===== config.mk =====
export PLATFORM = sky130hd
export DESIGN_NAME = sec_level_ctrl
export DESIGN_NICKNAME = d
export VERILOG_FILES = /design/src/rtl/sec_lvl_pkg.sv /design/src/rtl/sec_rank_decode.sv /design/src/rtl/sec_access_matrix.sv /design/src/rtl/sec_level_reg.sv /design/src/rtl/sec_level_ctrl.sv
export SDC_FILE = /design/constraint.sdc
export NUM_CORES = 1
export LEC_CHECK = 0
export BUFFER_PORTS_ARGS = -buffer_cell sky130_fd_sc_hd__buf_4
export CORE_MARGIN = 3
export CORE_UTILIZATION = 46
export CTS_CLUSTER_DIAMETER = 80
export DETAILED_ROUTE_END_ITERATION = 7
export PLACE_DENSITY = 0.91
export SLEW_MARGIN = 20
export SYNTH_ARGS = -nofsm -noshare
export SYNTH_HDL_FRONTEND = slang
export SYNTH_HIERARCHICAL = 1
export SYNTH_SLANG_ARGS = --single-unit
export TNS_END_PERCENT = 30

===== constraint.sdc =====
create_clock -name clk -period 5.7 [get_ports clk]
set_input_delay 0.57 -clock clk [delete_from_list [all_inputs] [get_ports clk]]
set_output_delay 0.57 -clock clk [all_outputs]
set_load 0.01 [all_outputs]

===== src/rtl/sec_lvl_pkg.sv =====
package sec_lvl_pkg;

  typedef enum logic [2:0] {
    OPC_MEM_RD     = 3'd0,
    OPC_MEM_WR     = 3'd1,
    OPC_BLK_ERASE  = 3'd2,
    OPC_FULL_ERASE = 3'd3,
    OPC_CFG_WR     = 3'd4,
    OPC_SEC_WR     = 3'd5,
    OPC_INFO_RD    = 3'd6,
    OPC_BLANK      = 3'd7
  } sec_op_e;

  // Protection strength, ordered so that a larger value means stronger locking.
  typedef enum logic [1:0] {
    RANK_OPEN   = 2'd0,
    RANK_WRLOCK = 2'd1,
    RANK_RWLOCK = 2'd2,
    RANK_BAD    = 2'd3
  } sec_rank_e;

  localparam logic [7:0] ERR_CHAR_WRITE = 8'h50;  // 'P'
  localparam logic [7:0] ERR_CHAR_READ  = 8'h4C;  // 'L'

endpackage


===== src/rtl/sec_rank_decode.sv =====
module sec_rank_decode
  import sec_lvl_pkg::*;
#(
  parameter int unsigned     LVL_W      = 8,
  parameter logic [LVL_W-1:0] LVL_OPEN   = 8'hFF,
  parameter logic [LVL_W-1:0] LVL_WRLOCK = 8'hFE,
  parameter logic [LVL_W-1:0] LVL_RWLOCK = 8'hFC
) (
  input  logic [LVL_W-1:0] code,
  output sec_rank_e        rank
);

  always_comb begin
    unique case (code)
      LVL_OPEN:   rank = RANK_OPEN;
      LVL_WRLOCK: rank = RANK_WRLOCK;
      LVL_RWLOCK: rank = RANK_RWLOCK;
      default:    rank = RANK_BAD;
    endcase
  end

endmodule


===== src/rtl/sec_access_matrix.sv =====
module sec_access_matrix
  import sec_lvl_pkg::*;
(
  input  sec_op_e   op,
  input  sec_rank_e cur_rank,
  input  sec_rank_e req_rank,
  output logic      allowed,
  output logic      read_kind
);

  logic raise_ok;

  assign raise_ok  = (req_rank != RANK_BAD) && (req_rank > cur_rank);
  assign read_kind = (op == OPC_MEM_RD);

  always_comb begin
    unique case (op)
      OPC_MEM_RD:                          allowed = (cur_rank != RANK_RWLOCK);
      OPC_MEM_WR, OPC_BLK_ERASE, OPC_CFG_WR: allowed = (cur_rank == RANK_OPEN);
      OPC_SEC_WR:                          allowed = raise_ok;
      default:                             allowed = 1'b1;  // full erase, info read, blank check
    endcase
  end

endmodule


===== src/rtl/sec_level_reg.sv =====
module sec_level_reg #(
  parameter int unsigned      LVL_W    = 8,
  parameter logic [LVL_W-1:0] LVL_OPEN = 8'hFF
) (
  input  logic             clk,
  input  logic             rst_n,
  input  logic             load_en,
  input  logic [LVL_W-1:0] load_val,
  input  logic             clear_en,
  output logic [LVL_W-1:0] level,
  output logic             restore_pulse
);

  always_ff @(posedge clk or negedge rst_n) begin
    if (!rst_n) begin
      level         <= LVL_OPEN;
      restore_pulse <= 1'b0;
    end else begin
      restore_pulse <= clear_en;
      if (clear_en)     level <= LVL_OPEN;
      else if (load_en) level <= load_val;
    end
  end


  erase_reopens_chk: assert property (@(posedge clk) disable iff (!rst_n)
    clear_en |=> (level == LVL_OPEN) && restore_pulse);


  idle_holds_chk: assert property (@(posedge clk) disable iff (!rst_n)
    !load_en && !clear_en |=> $stable(level) && !restore_pulse);

endmodule


===== src/rtl/sec_level_ctrl.sv =====
module sec_level_ctrl
  import sec_lvl_pkg::*;
#(
  parameter int unsigned      LVL_W      = 8,
  parameter logic [LVL_W-1:0] LVL_OPEN   = 8'hFF,
  parameter logic [LVL_W-1:0] LVL_WRLOCK = 8'hFE,
  parameter logic [LVL_W-1:0] LVL_RWLOCK = 8'hFC
) (
  input  logic             clk,
  input  logic             rst_n,
  input  logic             op_valid,
  input  logic [2:0]       op_code,
  input  logic [LVL_W-1:0] req_level,
  output logic             grant,
  output logic             deny,
  output logic [7:0]       err_char,
  output logic [LVL_W-1:0] sec_level,
  output logic             cfg_restore
);

  sec_op_e   op;
  sec_rank_e cur_rank, req_rank;
  logic      allowed, read_kind;
  logic      sec_load, erase_clear;

  assign op = sec_op_e'(op_code);

  sec_rank_decode #(.LVL_W(LVL_W), .LVL_OPEN(LVL_OPEN), .LVL_WRLOCK(LVL_WRLOCK),
                    .LVL_RWLOCK(LVL_RWLOCK))
    u_cur_rank (.code(sec_level), .rank(cur_rank));

  sec_rank_decode #(.LVL_W(LVL_W), .LVL_OPEN(LVL_OPEN), .LVL_WRLOCK(LVL_WRLOCK),
                    .LVL_RWLOCK(LVL_RWLOCK))
    u_req_rank (.code(req_level), .rank(req_rank));

  sec_access_matrix u_matrix (
    .op(op), .cur_rank(cur_rank), .req_rank(req_rank),
    .allowed(allowed), .read_kind(read_kind)
  );

  assign grant    = op_valid & allowed;
  assign deny     = op_valid & ~allowed;
  assign err_char = !deny ? 8'h00 : (read_kind ? ERR_CHAR_READ : ERR_CHAR_WRITE);

  assign sec_load    = grant && (op == OPC_SEC_WR);
  assign erase_clear = grant && (op == OPC_FULL_ERASE);

  sec_level_reg #(.LVL_W(LVL_W), .LVL_OPEN(LVL_OPEN)) u_level (
    .clk(clk), .rst_n(rst_n),
    .load_en(sec_load), .load_val(req_level), .clear_en(erase_clear),
    .level(sec_level), .restore_pulse(cfg_restore)
  );


  level_legal_chk: assert property (@(posedge clk) disable iff (!rst_n)
    cur_rank != RANK_BAD);


  only_up_chk: assert property (@(posedge clk) disable iff (!rst_n)
    (sec_level != $past(sec_level)) && !$past(erase_clear) |-> cur_rank > $past(cur_rank));


  always_grant_chk: assert property (@(posedge clk) disable iff (!rst_n)
    op_valid && (op == OPC_FULL_ERASE || op == OPC_INFO_RD || op == OPC_BLANK) |-> grant);


  deny_char_chk: assert property (@(posedge clk) disable iff (!rst_n)
    deny |-> (err_char == 8'h50 || err_char == 8'h4C) && !grant);


  idle_quiet_chk: assert property (@(posedge clk) disable iff (!rst_n)
    !op_valid |-> !grant && !deny && err_char == 8'h00);

endmodule


==> out/results.ini <==
[route]
antenna_left=0
drt-vias-per-instance=5.53
dr.pass1.iters=4
routed_wl_um=1390
vias=575
drtIter0Drc=9
drc=0
wire_per_inst_um=13.4

[placed_design]
port_buffers=28
hpwlAfterDp_um=1130
routabilityCongestion=0.832

[status]
status=completed

[critical_path]
crit_path_max_incr_delay_ns=0.72
crit_type=reg -> reg
crit_required_ns=5.88
r2r_setup_slack_ns=2.64
endpoint_kind=flop
crit_arrival_ns=3.24
slowest_stage=nor3b_2
start_kind=flop
crit_path_frequent_cell=nand4_1
worstPathCellList=and4_1 > nand4_1 > inv_1 > ha_1 > nand2_1 > nand4_1 > o21ai_1 > nand3_1 > nor3b_2 > nor2b_1 > a211o_2
crit_path_max_fanout=16

[clock_tree]
clock-sinks=9
cts_made_buffers=3
cts_setup_buffers=0
cts-hold-fix-buffers=0
cts_max_level=1
cts-root-buf=clkbuf_4
cts_tree=yes
clk_pin_slew_ns=0.06
clkLatencyLatePin_ns=0.25
cts_resized=0
cts_buffer_depth=2

[global_routing]
grt_pass1_wl_um=2350
grt_pass1_vias=562
globalRouteOverflowTotal=0
antenna_found_initial=0
track_usage=0.161
grt_max_degree=17

[pwr]
cellLeakagePower_nw=0.408
power.density_nw_per_um2=289
ir_drop_mv=0.211

[yosys]
yosys_register_bits=9
synth_xor_area_frac=0.0275
synth_top_family_by_area=simple AND/OR/NAND/NOR gates
syn-instance-count=63
netlist.area_leader.share=0.329
ys_types=24
synth_simple_gate_area_share=0.267
yosysWarnings=6
synth_area_um2=638
synth_fa_ha_area_frac=0.0392
syn_avg_cell_area_um2=10.1
ys_seq_area_frac=0.369
synth_area_leaders=dfstp_2, a211o_2, nor2b_1, buf_4, nand4_1
synth_compound_area_frac=0.180
synth_area_leader_cell=dfstp_2
synthMuxAreaShare=0

[cells_and_area]
finish.utilization=0.702
syn2layout_area_growth_pct=32.2
final-seq-area_um2=235
nNetsFinal=107
fill_cells=98
drive_gt1_frac=0.544
multiInputGateArea_um2=343
n_antenna_cell=0

[sta]
fin_skew_ns=0.000802
fmax_mhz=326
setup-violations-final=0
relSlewSlack=0.445
hold_viol=0
fin_setup_tns_ns=0
max_slew.worst_pin.slew_ns=0.829
drv_slew=0
rsz0062_at_grt=false
period_share=0.538
fin_crit_ns=3.06

[floorplanning]
die_h_um=43.2
dieArea_um2=1870
rows=12
core_um2=1200
die_x_um=43.2
io_pins=33
initial_core_util=0.531

[flow_run]
drv_cap=0

[worst_hold_path]
worstHoldPathType=in -> async

-- power by group --
part | leakage [nW] | total (W) | internal [W] | switching, W
logic | 0.295 | 0.0000909 | 0.0000540 | 0.0000369
registers | 0.0980 | 0.000105 | 0.0000915 | 0.0000139
clock network | 0.0150 | 0.0000472 | 0.0000269 | 0.0000204
total | 0.408 | 0.000244 | 0.000172 | 0.0000712
-- per-layer routing --
layer,global-route usage,share of wire
met1,0.186,0.38
met2,0.280,0.49
met3,0.0297,0.12
met4,0.0723,0.015
met5,0,0
-- sequential cells by signal, summed over array words and instances (netlist names) --
register               flops
u_level/level              8
u_level/restore_pulse      1
-- critical path: cells and delay by family (launching register included) --
family | cells | cell delay (ns)
and+or+nand+nor | 7 | 1.53
buffers and inverters | 1 | 0.11
DFF | 1 | 0.54
AOI/OAI and AO/OA | 2 | 0.55
adders and majority gates | 1 | 0.25
-- kinds of logic (layout without fill, tap and decap cells) --
| logic type | Yosys count | count (layout) |
|---|---|---|
| adders and majority gates | 2 | 2 |
| buffers and inverters | 11 | 35 |
| and+or+nand+nor | 24 | 24 |
| other | 1 | 4 |
| DFF | 9 | 9 |
| xor gates and xnor gates | 2 | 2 |
| AOI/OAI and AO/OA | 14 | 14 |
-- per-stage QoR --
stage	cells	hold WS (ns)	power, W	setup WS, ns	cell area [um^2]
6_report	104	0.129	0.000244	2.64	843
5_1_grt	104	0.122	0.000259	2.36	843
4_1_cts	104	0.126	0.000246	2.64	843
3_5_place_dp	100	0.398	0.000197	2.54	817
3_3_place_gp	100	0.397	0.000194	2.59	817
2_1_floorplan	66	0.274	0.000154	3.10	649
-- cells in the final DEF, fill, tap and decap left out, types with 2 or more instances in the layout --
cell	n
a211o_1	2
xnor2_1	2
ha_1	2
and4_1	2
a211o_2	6
buf_4	28
inv_1	3
and2_1	2
a211oi_1	2
conb_1	4
nor2b_1	9
dfstp_2	8
nand4_1	5
clkbuf_4	3
nor3b_2	2
a21oi_1	2
-- synth_stat cells --
| cell | instances |
|---|---|
| a211o_1 | 2 |
| nand4_1 | 5 |
| conb_1 | 1 |
| and2_1 | 2 |
| a21oi_1 | 2 |
| o21ai_1 | 1 |
| nand3_1 | 1 |
| nor3b_2 | 2 |
| nor2b_1 | 9 |
| o21a_1 | 1 |
| buf_6 | 1 |
| nand2_1 | 1 |
| dfstp_2 | 8 |
| buf_1 | 1 |
| a211oi_1 | 2 |
| nor2b_2 | 1 |
| nor3_2 | 1 |
| a211o_2 | 6 |
| buf_4 | 6 |
| dfrtp_1 | 1 |
| xnor2_1 | 2 |
| ha_1 | 2 |
| and4_1 | 2 |
| inv_1 | 3 |
-- worst paths after layout --
check	start	endpoint	cells after the start
max	u_level/level[7]$_DFFE_PN1P_	u_level/level[6]$_DFFE_PN1P_	11
min	rst_n	u_level/restore_pulse$_DFF_PN0_	1
max reg2reg	u_level/level[7]$_DFFE_PN1P_	u_level/level[6]$_DFFE_PN1P_	11
min reg2reg	u_level/level[4]$_DFFE_PN1P_	u_level/level[4]$_DFFE_PN1P_	2
max in group asynchronous	rst_n	u_level/level[7]$_DFFE_PN1P_	1
min in group clk	req_level[5]	u_level/level[5]$_DFFE_PN1P_	2
-- area by class of cell --
type                    instances  area share
repair buffers                 28       0.249
clock buffers                   4      0.0312
multi-input cells              46       0.407
flip-flops and latches          9       0.279
well taps                      14      0.0208
inverters                       3      0.0134
Note: power is estimated with default switching activity, not from simulation.
